`config.mk`:
```
export PLATFORM = sky130hd
export DESIGN_NAME = health_limit_bank
export DESIGN_NICKNAME = d
export VERILOG_FILES = /design/src/rtl/health_limit_pkg.sv /design/src/rtl/hl_lock_fsm.sv /design/src/rtl/hl_limit_field.sv /design/src/rtl/hl_watermark.sv /design/src/rtl/health_limit_bank.sv
export SDC_FILE = /design/constraint.sdc
export NUM_CORES = 1
export LEC_CHECK = 0
export ABC_AREA = 1
export BUFFER_PORTS_ARGS = -buffer_cell sky130_fd_sc_hd__buf_2
export CAP_MARGIN = 0
export CORE_MARGIN = 8
export CORE_UTILIZATION = 61
export DETAILED_ROUTE_END_ITERATION = 7
export PLACE_DENSITY_LB_ADDON = 0.15
export SETUP_SLACK_MARGIN = 0.02
export SYNTH_ARGS = -nofsm -noshare
export SYNTH_HDL_FRONTEND = slang
export SYNTH_SLANG_ARGS = --single-unit
export TNS_END_PERCENT = 30
```
`constraint.sdc`:
```
create_clock -name clk_i -period 4.45 [get_ports clk_i]
set_input_delay 0.2225 -clock clk_i [delete_from_list [all_inputs] [get_ports clk_i]]
set_output_delay 0.2225 -clock clk_i [all_outputs]
set_load 0.01 [all_outputs]
```
`src/rtl/health_limit_pkg.sv`:
```
package health_limit_pkg;
    localparam logic [3:0] MB4_TRUE  = 4'b0110;
    localparam logic [3:0] MB4_FALSE = 4'b1001;

    typedef enum logic [1:0] {
        ST_OPEN   = 2'd0,
        ST_ACTIVE = 2'd1,
        ST_SEALED = 2'd2
    } lock_state_e;
endpackage

```
`src/rtl/hl_lock_fsm.sv`:
```
module hl_lock_fsm
    import health_limit_pkg::*;
(
    input  logic       clk_i,
    input  logic       rst_ni,
    input  logic [3:0] mod_en_i,
    input  logic       perm_we_i,
    input  logic       perm_wdata_i,
    output logic       wr_open_o,
    output logic       upd_perm_o,
    output logic       cfg_alert_o
);
    lock_state_e state_q, state_d;
    logic        alert_q;
    logic        en_is_false, en_invalid, perm_clear;

    assign en_is_false = (mod_en_i == MB4_FALSE);
    assign en_invalid  = (mod_en_i != MB4_FALSE) && (mod_en_i != MB4_TRUE);
    assign perm_clear  = perm_we_i && !perm_wdata_i;

    always_comb begin
        state_d = state_q;
        unique case (state_q)
            ST_OPEN: begin
                if (perm_clear)        state_d = ST_SEALED;
                else if (!en_is_false) state_d = ST_ACTIVE;
            end
            ST_ACTIVE: begin
                if (perm_clear)        state_d = ST_SEALED;
                else if (en_is_false)  state_d = ST_OPEN;
            end
            ST_SEALED: state_d = ST_SEALED;
            default:   state_d = ST_SEALED;
        endcase
    end

    always_ff @(posedge clk_i or negedge rst_ni) begin
        if (!rst_ni) state_q <= ST_OPEN;
        else         state_q <= state_d;
    end

    always_ff @(posedge clk_i or negedge rst_ni) begin
        if (!rst_ni)         alert_q <= 1'b0;
        else if (en_invalid) alert_q <= 1'b1;
    end

    always_comb begin
        wr_open_o   = (state_q == ST_OPEN);
        upd_perm_o  = (state_q != ST_SEALED);
        cfg_alert_o = alert_q;
    end

    AST_SEALED_STAYS: assert property (@(posedge clk_i) disable iff (!rst_ni)
        !upd_perm_o |=> !upd_perm_o);
    AST_ALERT_STICKY: assert property (@(posedge clk_i) disable iff (!rst_ni)
        cfg_alert_o |=> cfg_alert_o);
    AST_BAD_EN_ALERTS: assert property (@(posedge clk_i) disable iff (!rst_ni)
        en_invalid |=> cfg_alert_o);
    AST_OPEN_NEEDS_PERM: assert property (@(posedge clk_i) disable iff (!rst_ni)
        wr_open_o |-> upd_perm_o);
endmodule

```
`src/rtl/hl_limit_field.sv`:
```
module hl_limit_field #(
    parameter int unsigned FW      = 16,
    parameter bit          IS_UPPER = 1'b1
) (
    input  logic          clk_i,
    input  logic          rst_ni,
    input  logic          we_i,
    input  logic [FW-1:0] wdata_i,
    output logic [FW-1:0] q_o
);
    logic [FW-1:0] q;
    logic          tighter;

    generate
        if (IS_UPPER) begin : g_upper
            assign tighter = (wdata_i < q);
        end else begin : g_lower
            assign tighter = (wdata_i > q);
        end
    endgenerate

    always_ff @(posedge clk_i or negedge rst_ni) begin
        if (!rst_ni)              q <= IS_UPPER ? {FW{1'b1}} : {FW{1'b0}};
        else if (we_i && tighter) q <= wdata_i;
    end

    assign q_o = q;

    generate
        if (IS_UPPER) begin : g_chk_up
            AST_UPPER_NEVER_RISES: assert property (@(posedge clk_i) disable iff (!rst_ni)
                rst_ni |=> (q <= $past(q)));
        end else begin : g_chk_lo
            AST_LOWER_NEVER_FALLS: assert property (@(posedge clk_i) disable iff (!rst_ni)
                rst_ni |=> (q >= $past(q)));
        end
    endgenerate
endmodule

```
`src/rtl/hl_watermark.sv`:
```
module hl_watermark #(
    parameter int unsigned FW      = 16,
    parameter bit          IS_HIGH = 1'b1
) (
    input  logic          clk_i,
    input  logic          rst_ni,
    input  logic          upd_i,
    input  logic [FW-1:0] score_i,
    output logic [FW-1:0] q_o
);
    logic [FW-1:0] q;
    logic          beyond;

    generate
        if (IS_HIGH) begin : g_high
            assign beyond = (score_i > q);
        end else begin : g_low
            assign beyond = (score_i < q);
        end
    endgenerate

    always_ff @(posedge clk_i or negedge rst_ni) begin
        if (!rst_ni)              q <= IS_HIGH ? {FW{1'b0}} : {FW{1'b1}};
        else if (upd_i && beyond) q <= score_i;
    end

    assign q_o = q;

    AST_WM_HOLDS_IDLE: assert property (@(posedge clk_i) disable iff (!rst_ni)
        !upd_i |=> $stable(q));
endmodule

```
`src/rtl/health_limit_bank.sv`:
```
module health_limit_bank
    import health_limit_pkg::*;
#(
    parameter int unsigned FW = 16
) (
    input  logic            clk_i,
    input  logic            rst_ni,
    input  logic [3:0]      mod_en_i,
    input  logic            lim_we_i,
    input  logic            lim_sel_i,
    input  logic [2*FW-1:0] lim_wdata_i,
    input  logic            perm_we_i,
    input  logic            perm_wdata_i,
    input  logic [FW-1:0]   score_i,
    input  logic            score_byp_i,
    input  logic            score_done_i,
    output logic [2*FW-1:0] lim_hi_o,
    output logic [2*FW-1:0] lim_lo_o,
    output logic [2*FW-1:0] wm_hi_o,
    output logic [2*FW-1:0] wm_lo_o,
    output logic            wr_open_o,
    output logic            upd_perm_o,
    output logic            cfg_alert_o,
    output logic            fail_hi_o,
    output logic            fail_lo_o
);
    localparam int unsigned NMODE = 2;

    logic          we_hi, we_lo;
    logic [FW-1:0] hi_f [NMODE];
    logic [FW-1:0] lo_f [NMODE];
    logic [FW-1:0] wmh_f [NMODE];
    logic [FW-1:0] wml_f [NMODE];
    logic [FW-1:0] act_hi, act_lo;

    hl_lock_fsm u_lock (
        .clk_i        (clk_i),
        .rst_ni       (rst_ni),
        .mod_en_i     (mod_en_i),
        .perm_we_i    (perm_we_i),
        .perm_wdata_i (perm_wdata_i),
        .wr_open_o    (wr_open_o),
        .upd_perm_o   (upd_perm_o),
        .cfg_alert_o  (cfg_alert_o)
    );

    assign we_hi = lim_we_i && wr_open_o && !lim_sel_i;
    assign we_lo = lim_we_i && wr_open_o &&  lim_sel_i;

    for (genvar m = 0; m < NMODE; m++) begin : g_mode
        logic upd_m;
        assign upd_m = score_done_i && (score_byp_i == (m == 1));

        hl_limit_field #(.FW(FW), .IS_UPPER(1'b1)) u_hi (
            .clk_i (clk_i), .rst_ni (rst_ni), .we_i (we_hi),
            .wdata_i (lim_wdata_i[m*FW +: FW]), .q_o (hi_f[m])
        );
        hl_limit_field #(.FW(FW), .IS_UPPER(1'b0)) u_lo (
            .clk_i (clk_i), .rst_ni (rst_ni), .we_i (we_lo),
            .wdata_i (lim_wdata_i[m*FW +: FW]), .q_o (lo_f[m])
        );
        hl_watermark #(.FW(FW), .IS_HIGH(1'b1)) u_wmh (
            .clk_i (clk_i), .rst_ni (rst_ni), .upd_i (upd_m),
            .score_i (score_i), .q_o (wmh_f[m])
        );
        hl_watermark #(.FW(FW), .IS_HIGH(1'b0)) u_wml (
            .clk_i (clk_i), .rst_ni (rst_ni), .upd_i (upd_m),
            .score_i (score_i), .q_o (wml_f[m])
        );

        assign lim_hi_o[m*FW +: FW] = hi_f[m];
        assign lim_lo_o[m*FW +: FW] = lo_f[m];
        assign wm_hi_o[m*FW +: FW]  = wmh_f[m];
        assign wm_lo_o[m*FW +: FW]  = wml_f[m];
    end

    assign act_hi = score_byp_i ? hi_f[1] : hi_f[0];
    assign act_lo = score_byp_i ? lo_f[1] : lo_f[0];

    always_comb begin
        fail_hi_o = score_done_i && (score_i > act_hi);
        fail_lo_o = score_done_i && (score_i < act_lo);
    end

    AST_CLOSED_NO_CHANGE: assert property (@(posedge clk_i) disable iff (!rst_ni)
        !wr_open_o |=> ($stable(lim_hi_o) && $stable(lim_lo_o)));
    AST_NO_FAIL_IDLE: assert property (@(posedge clk_i) disable iff (!rst_ni)
        !score_done_i |-> (!fail_hi_o && !fail_lo_o));
endmodule

```
==> results of run 1 <==
[worst max-delay path, stage by stage]
cell,delay [ns]
buf_2,0.72
o21ai_0,0.31
ha_1,0.36
nand2_1,0.05
o21ai_0,0.22
nand2_1,0.08
nand2_1,0.06
nand3_1,0.06
a21oi_1,0.12
buf_2,0.18
[synthesized netlist by cell type]
library cell,count
nor2_4,3
dfstp_2,64
buf_4,1
a211oi_1,1
inv_1,163
nand3_1,153
nand2_2,10
inv_2,7
nand3b_1,1
dfrtp_1,67
nor2_8,1
buf_2,17
nand3_2,1
nand2_1,436
nor3_2,4
clkinv_2,1
nor2_1,27
nand4_1,7
o21a_1,5
a31oi_1,5
a21oi_1,58
a211oi_2,2
nor2_2,2
buf_6,7
nand2_4,4
o21bai_1,4
a21oi_2,4
ha_1,155
o21ai_0,41
or2_2,2
nor3_1,10
clkbuf_1,6
a31oi_2,1
[area by class of cell]
cell class,count,share of cell area (%)
multi-input combinational,937,48.4
sequential,131,29.8
timing repair buffer,195,8.76
inverter,171,5.70
clock buffer,24,4.37
tap,216,2.40
clock inverter,8,0.654
[routing by layer]
| metal | global-route usage [%] | wire length [um] | vias to the layer above | share of wire (%) |
|---|---|---|---|---|
| met5 | 0 | 0 | - | 0 |
| met4 | 10.0 | 617 | 0 | 2.4 |
| met3 | 5.41 | 1790 | 47 | 6.8 |
| met2 | 47.3 | 13200 | 275 | 50 |
| met1 | 30.5 | 10500 | 4232 | 40 |
| li1 | - | - | 4499 | - |
[flip-flops by register name (all words and copies together) (netlist names)]
signal and count:
u_lock.state_q 2, u_lock.cfg_alert_o 1, g_mode.u_lo.q_o 32, g_mode.u_hi.q_o 32, g_mode.u_wmh.q_o 32, g_mode.u_wml.q_o 32
[final timing paths]
kind                                  startpoint                endpoint  slack, ns  cells after the start
max reg2reg                g_mode[1].u_hi.q_o[5]   g_mode[1].u_hi.q_o[8]       1.98                     10
max                                  score_byp_i               fail_hi_o       1.79                     10
min in group asynchronous                 rst_ni   g_mode[0].u_lo.q_o[3]       0.37                      2
max in group asynchronous                 rst_ni  g_mode[1].u_lo.q_o[11]       3.02                      3
min                                 perm_wdata_i       u_lock.state_q[1]       0.03                      2
min reg2reg                   u_lock.cfg_alert_o      u_lock.cfg_alert_o       0.46                      1
[cells by family (layout without fill, tap and decap cells)]
| family | count (synthesis) | in the layout | share of synthesized area, % |
|---|---|---|---|
| AO/OA/AOI/OAI | 121 | 121 | 6.99 |
| buffers and inverters | 202 | 398 | 8.67 |
| flip-flops | 131 | 131 | 34.8 |
| adder cells (fa/ha/maj) | 155 | 155 | 20.1 |
| AND/OR/NAND/NOR | 661 | 661 | 29.4 |
[through the flow]
step	cells	total power, mW	util (%)	hold slack, ns	area, um^2
2_1_floorplan	1270	2.96	-	-0.0731	9650
3_3_place_gp	1649	3.53	68.4	0.272	10700
3_5_place_dp	1649	3.62	68.4	0.277	10700
4_1_cts	1682	5.00	72.1	0.0218	11300
5_1_grt	1682	5.32	72.1	0.0452	11300
6_report	1682	4.96	72.1	0.0254	11300
[power by group through the flow]
stage / registers [mW] / clock network (mW) / logic (mW)
after detailed placement: 1.80 / 0 / 1.82
after floorplan: 1.90 / 0 / 1.05
after global routing: 1.83 / 1.42 / 2.07
final: 1.79 / 1.36 / 1.81
after global placement: 1.79 / 0 / 1.74
after CTS: 1.79 / 1.37 / 1.84
[layout by cell type (no fill, tap or decap), types with 18 or more instances in the layout]
master	Yosys	final
nand2_1	436	436
buf_2	17	191
inv_1	163	163
ha_1	155	155
nand3_1	153	153
dfrtp_1	67	67
dfstp_2	64	64
a21oi_1	58	58
o21ai_0	41	41
nor2_1	27	27
clkbuf_16	0	18
[timing repair]
action	4_1_cts	5_1_grt
buffers inserted	0	0
hold buffers	1	0
endpoints found under the hold margin	18	0
==> qor.txt, run 1 <==
Tmin final: 2.66 ns
gp weighted congestion: 0.920
first-pass GRT wire length: 42.5 mm
Vias/cell: 5.38
routed vias: 9053
area occupied by multi-input gates: 0.00546 mm^2
Final HPWL DP: 20.7 mm
share of the synthesized area in the top cell type: 20.1%
CTS root buffer: clkbuf_16
antenna-violating nets left: 0
clk_skew: 0.00732 ns
Area contributors post-synth: ha_1 20%, dfstp_2 17%, dfrtp_1 17%
FP Rows: 46
Static Leak: 6.20 nW
fin crit share: 59.8%
DR WL/cell: 15.5 um
Port Buffers: 192
# fillers: 1335
Yosys Warn Count: 0
initial antenna violation count: 0
CTS Sinks: 131
chip height: 142 um
Net Count, Synth: 1485
Yosys cell types: 33
Max Slew Vio Count: 0
CP arrival: 2.44 ns
RSZ-0062 raised after global routing: no
switching pwr: 1.86 mW
hold crit path type: primary input to register
Crit Path Max Fanout: 64
share of power burned in registers: 36.0%
nature of the critical path endpoint: output pin
outcome: completed
total wire length: 26.1 mm
Die Wd: 142 um
cell area power density: 439 mW/mm^2
Layout area overhead: 16.9%
largest area contributor in the netlist: ha_1
Max Cap Viol: 0
CTS Buf Count: 17
sequential share of the synthesized area: 34.8%
die area: 0.0201 mm^2
clock share of power: 27.4%
DR pass1 iterations: 5
final hold vios: 0
WS Path Type: primary input to output pin
drt drc: 0
setup TNS: 0 ns
FF/Latch Area: 0.00336 mm^2
startpoint types: primary input
Post-CTS Resized: 0
nets: 1668
Post-Place Worst Slack: 1.85 ns
Pint: 3.09 mW
Rel. slew slack: 34.4%
GRT Total Usage: 26.5%
Initial DRC Count: 618
share of cells above drive strength 1: 22.4%
Sw Ratio: 37.6%
CP required: 4.23 ns
Gate Count Post-Synth: 1270
clk_lat worst skew: 0.42 ns
n_diodes: 0
syn_area_per_cell: 7.60 um^2
vias in the first global route: 8863
Worst-Margin Slew: 0.984 ns
Worst-path clk slew: 0.06 ns
IO Pins: 193
final worst slack: 1.79 ns
initial core utilization: 61.6%
total grt overflow: 0
CTS tree: built
#FFs+latches synth: 131
H-tree levels: 4
Comb power frac: 36.5%
Peak VDD IR: 285 uV
Max Root-Sink Buffers: 2
core area: 0.0157 mm^2
synthesized cell area: 0.00965 mm^2
largest net degree at the start of global routing: 65
fmax: 0.376 GHz
Final setup viols: 0
(Power assumes the default switching activity.)
==> inputs of run 2 (changes only) <==
--- a/config.mk
+++ b/config.mk
@@ -9,7 +9,7 @@
 export BUFFER_PORTS_ARGS = -buffer_cell sky130_fd_sc_hd__buf_2
 export CAP_MARGIN = 0
 export CORE_MARGIN = 8
-export CORE_UTILIZATION = 61
+export CORE_UTILIZATION = 51
 export DETAILED_ROUTE_END_ITERATION = 7
 export PLACE_DENSITY_LB_ADDON = 0.15
 export SETUP_SLACK_MARGIN = 0.02
==> constraint.sdc (replaced) <==
create_clock -name clk_i -period 2.2 [get_ports clk_i]
set_input_delay 0.11 -clock clk_i [delete_from_list [all_inputs] [get_ports clk_i]]
set_output_delay 0.11 -clock clk_i [all_outputs]
set_load 0.01 [all_outputs]
==> qor.txt, run 2 (synthesized netlist as in run 1, its figures left out) <==
outcome: complete, but fails checks
failing checks: setup timing
clk_lat worst skew: 0.42 ns (about the same)
Die Wd: 154 um (+8.3%)
CP Cell Sequence: inv_1, nand2_1, o21ai_2, ha_1, nand2_2, o21ai_2, nand2_1, nand2_1, nand3_2, a21oi_2, buf_6
RSZ-0062 raised after global routing: yes
routed vias: 9209 (+1.7%)
chip height: 154 um (+8.3%)
crit-path leading delay family: flip-flops
fmax: 0.438 GHz
GRT Total Usage: 23.9% (-2.6 points)
CTS Buf Count: 17 (unchanged)
Final HPWL DP: 21.3 mm (+2.9%)
most used cell, CP: nand2_1
Max Root-Sink Buffers: 2 (unchanged)
CP arrival: 2.17 ns (-0.27 ns)
Crit Path Max Fanout: 2 (-97%)
Placed Area: 0.0109 mm^2 (+1.8%)
total grt overflow: 0 (unchanged)
Layout area overhead: 24.4%
total wire length: 27.7 mm (+5.9%)
IO Pins: 193 (unchanged)
Buf/Inv on CP: 2 (unchanged)
vias in the first global route: 9417 (+6.3%)
Post-Place Worst Slack: 0.170 ns (-1.68 ns)
Rel. slew slack: 49.1% (+15 points)
hold crit path type: primary input to register
H-tree levels: 4 (unchanged)
antenna-violating nets left: 0 (unchanged)
Slowest-stage cell, CP: dfstp_2
FP Rows: 50 (+8.7%)
Port Buffers: 192 (unchanged)
Util after Layout: 64.4% (-7.7 points)
placed cells: 1686 (+2.2%)
Vias/cell: 5.22 (-3.0%)
clk_skew: 0.00970 ns (+0.00238 ns)
commonest non-fill, non-tap cells in the layout: 434 x nand2_1, 190 x buf_2, 160 x inv_1
cell area power density: 863 mW/mm^2 (+97%)
CTS root buffer: clkbuf_16
core area: 0.0186 mm^2 (+19%)
fin crit share: 104%
Max Slew Vio Count: 0 (unchanged)
Max Cap Viol: 0 (unchanged)
Peak VDD IR: 601 uV (+110%)
DR WL/cell: 15.7 um (+1.0%)
# fillers: 1660 (+24%)
startpoint types: register
n_diodes: 0 (unchanged)
commonest non-fill, non-tap cell in the layout: nand2_1
gp weighted congestion: 0.888 (-3.5%)
Worst-path clk slew: 0.06 ns (about the same)
initial antenna violation count: 0 (unchanged)
fin cells: 1764 (+4.9%)
first-pass GRT wire length: 45.9 mm (+8.1%)
R2R setup slack: 0.16 ns (-1.82 ns)
die area: 0.0236 mm^2 (+17%)
Tmin final: 2.28 ns
final worst slack: -0.0816 ns (-1.87 ns)
Static Leak: 6.53 nW (+5.3%)
Final Hold Slack: 0.0270 ns (+0.00162 ns)
CTS tree: built
nature of the critical path endpoint: output pin
initial core utilization: 51.8% (-9.9 points)
CTS Sinks: 131 (unchanged)
WS Path Type: register to output pin
nets: 1732 (+3.8%)
drt drc: 0 (unchanged)
Worst-Margin Slew: 0.763 ns (-0.221 ns)
CP required: 2.09 ns (-2.14 ns)
share of cells above drive strength 1: 24.2% (+1.9 points)
Initial DRC Count: 386 (-38%)
Largest stage delay, worst path: 0.54 ns (-0.18 ns)
Final Instance Area: 0.0120 mm^2 (+6.4%)
final hold vios: 0 (unchanged)
DR pass1 iterations: 7 (+2)
Final setup viols: 2 (+2)
largest net degree at the start of global routing: 132 (+100%)
## run 2: what timing repair did
item | in CTS | in global routing
gates resized for setup | 18 | 14
setup endpoints to repair | 2 | 13
buffers inserted | 4 | 4
hold endpoints to repair | 137 | 0
hold buffers | 38 | 0
pin swaps | 8 | 14
## run 2: where the power goes
part	leakage, nW	internal [mW]	switching [mW]
Sequential	1.54	3.17	0.440
Clock	0.300	1.89	1.06
Combinational	4.69	1.51	2.30
## run 2: final timing paths
kind / startpoint / end / cells past startpoint
max: g_mode[1].u_hi.q_o[3] / fail_hi_o / 11
min: score_i[5] / g_mode[1].u_wml.q_o[5] / 3
max reg2reg: g_mode[1].u_wmh.q_o[2] / g_mode[1].u_wmh.q_o[6] / 10
min reg2reg: g_mode[1].u_hi.q_o[8] / g_mode[1].u_hi.q_o[8] / 2
max in group asynchronous: rst_ni / g_mode[0].u_lo.q_o[5] / 3
min in group asynchronous: rst_ni / g_mode[1].u_wmh.q_o[4] / 3
## run 2: layer usage
| layer | vias to the layer above | wire (um) | track usage, % |
|---|---|---|---|
| met5 | - | 0 | 0 |
| met4 | 0 | 490 | 7.89 |
| met3 | 35 | 1590 | 5.61 |
| met2 | 233 | 13700 | 42.2 |
| met1 | 4329 | 11900 | 28.0 |
| li1 | 4612 | - | - |
## run 2: worst min-delay path, cell delays in order
cell and delay, ns:
buf_2 0.18, nand3_1 0.10, nand2_1 0.05
## run 2: final cells by class
class / instances / area [um^2] / area share [%]
clock buffers: 28 / 538 / 4.48
clock inverters: 4 / 70.1 / 0.584
inverters: 171 / 643 / 5.36
multi-input cells: 937 / 5510 / 45.9
flip-flops and latches: 131 / 3360 / 28.0
well taps: 234 / 293 / 2.44
repair buffers: 259 / 1590 / 13.3
## run 2: through the flow
stage,setup TNS [ns],total power [mW]
finish,-0.102,10.4
global route,-0.370,11.2
CTS,-0.148,10.5
detailed placement,0,7.40
global placement,0,7.28
floorplan,0,5.98
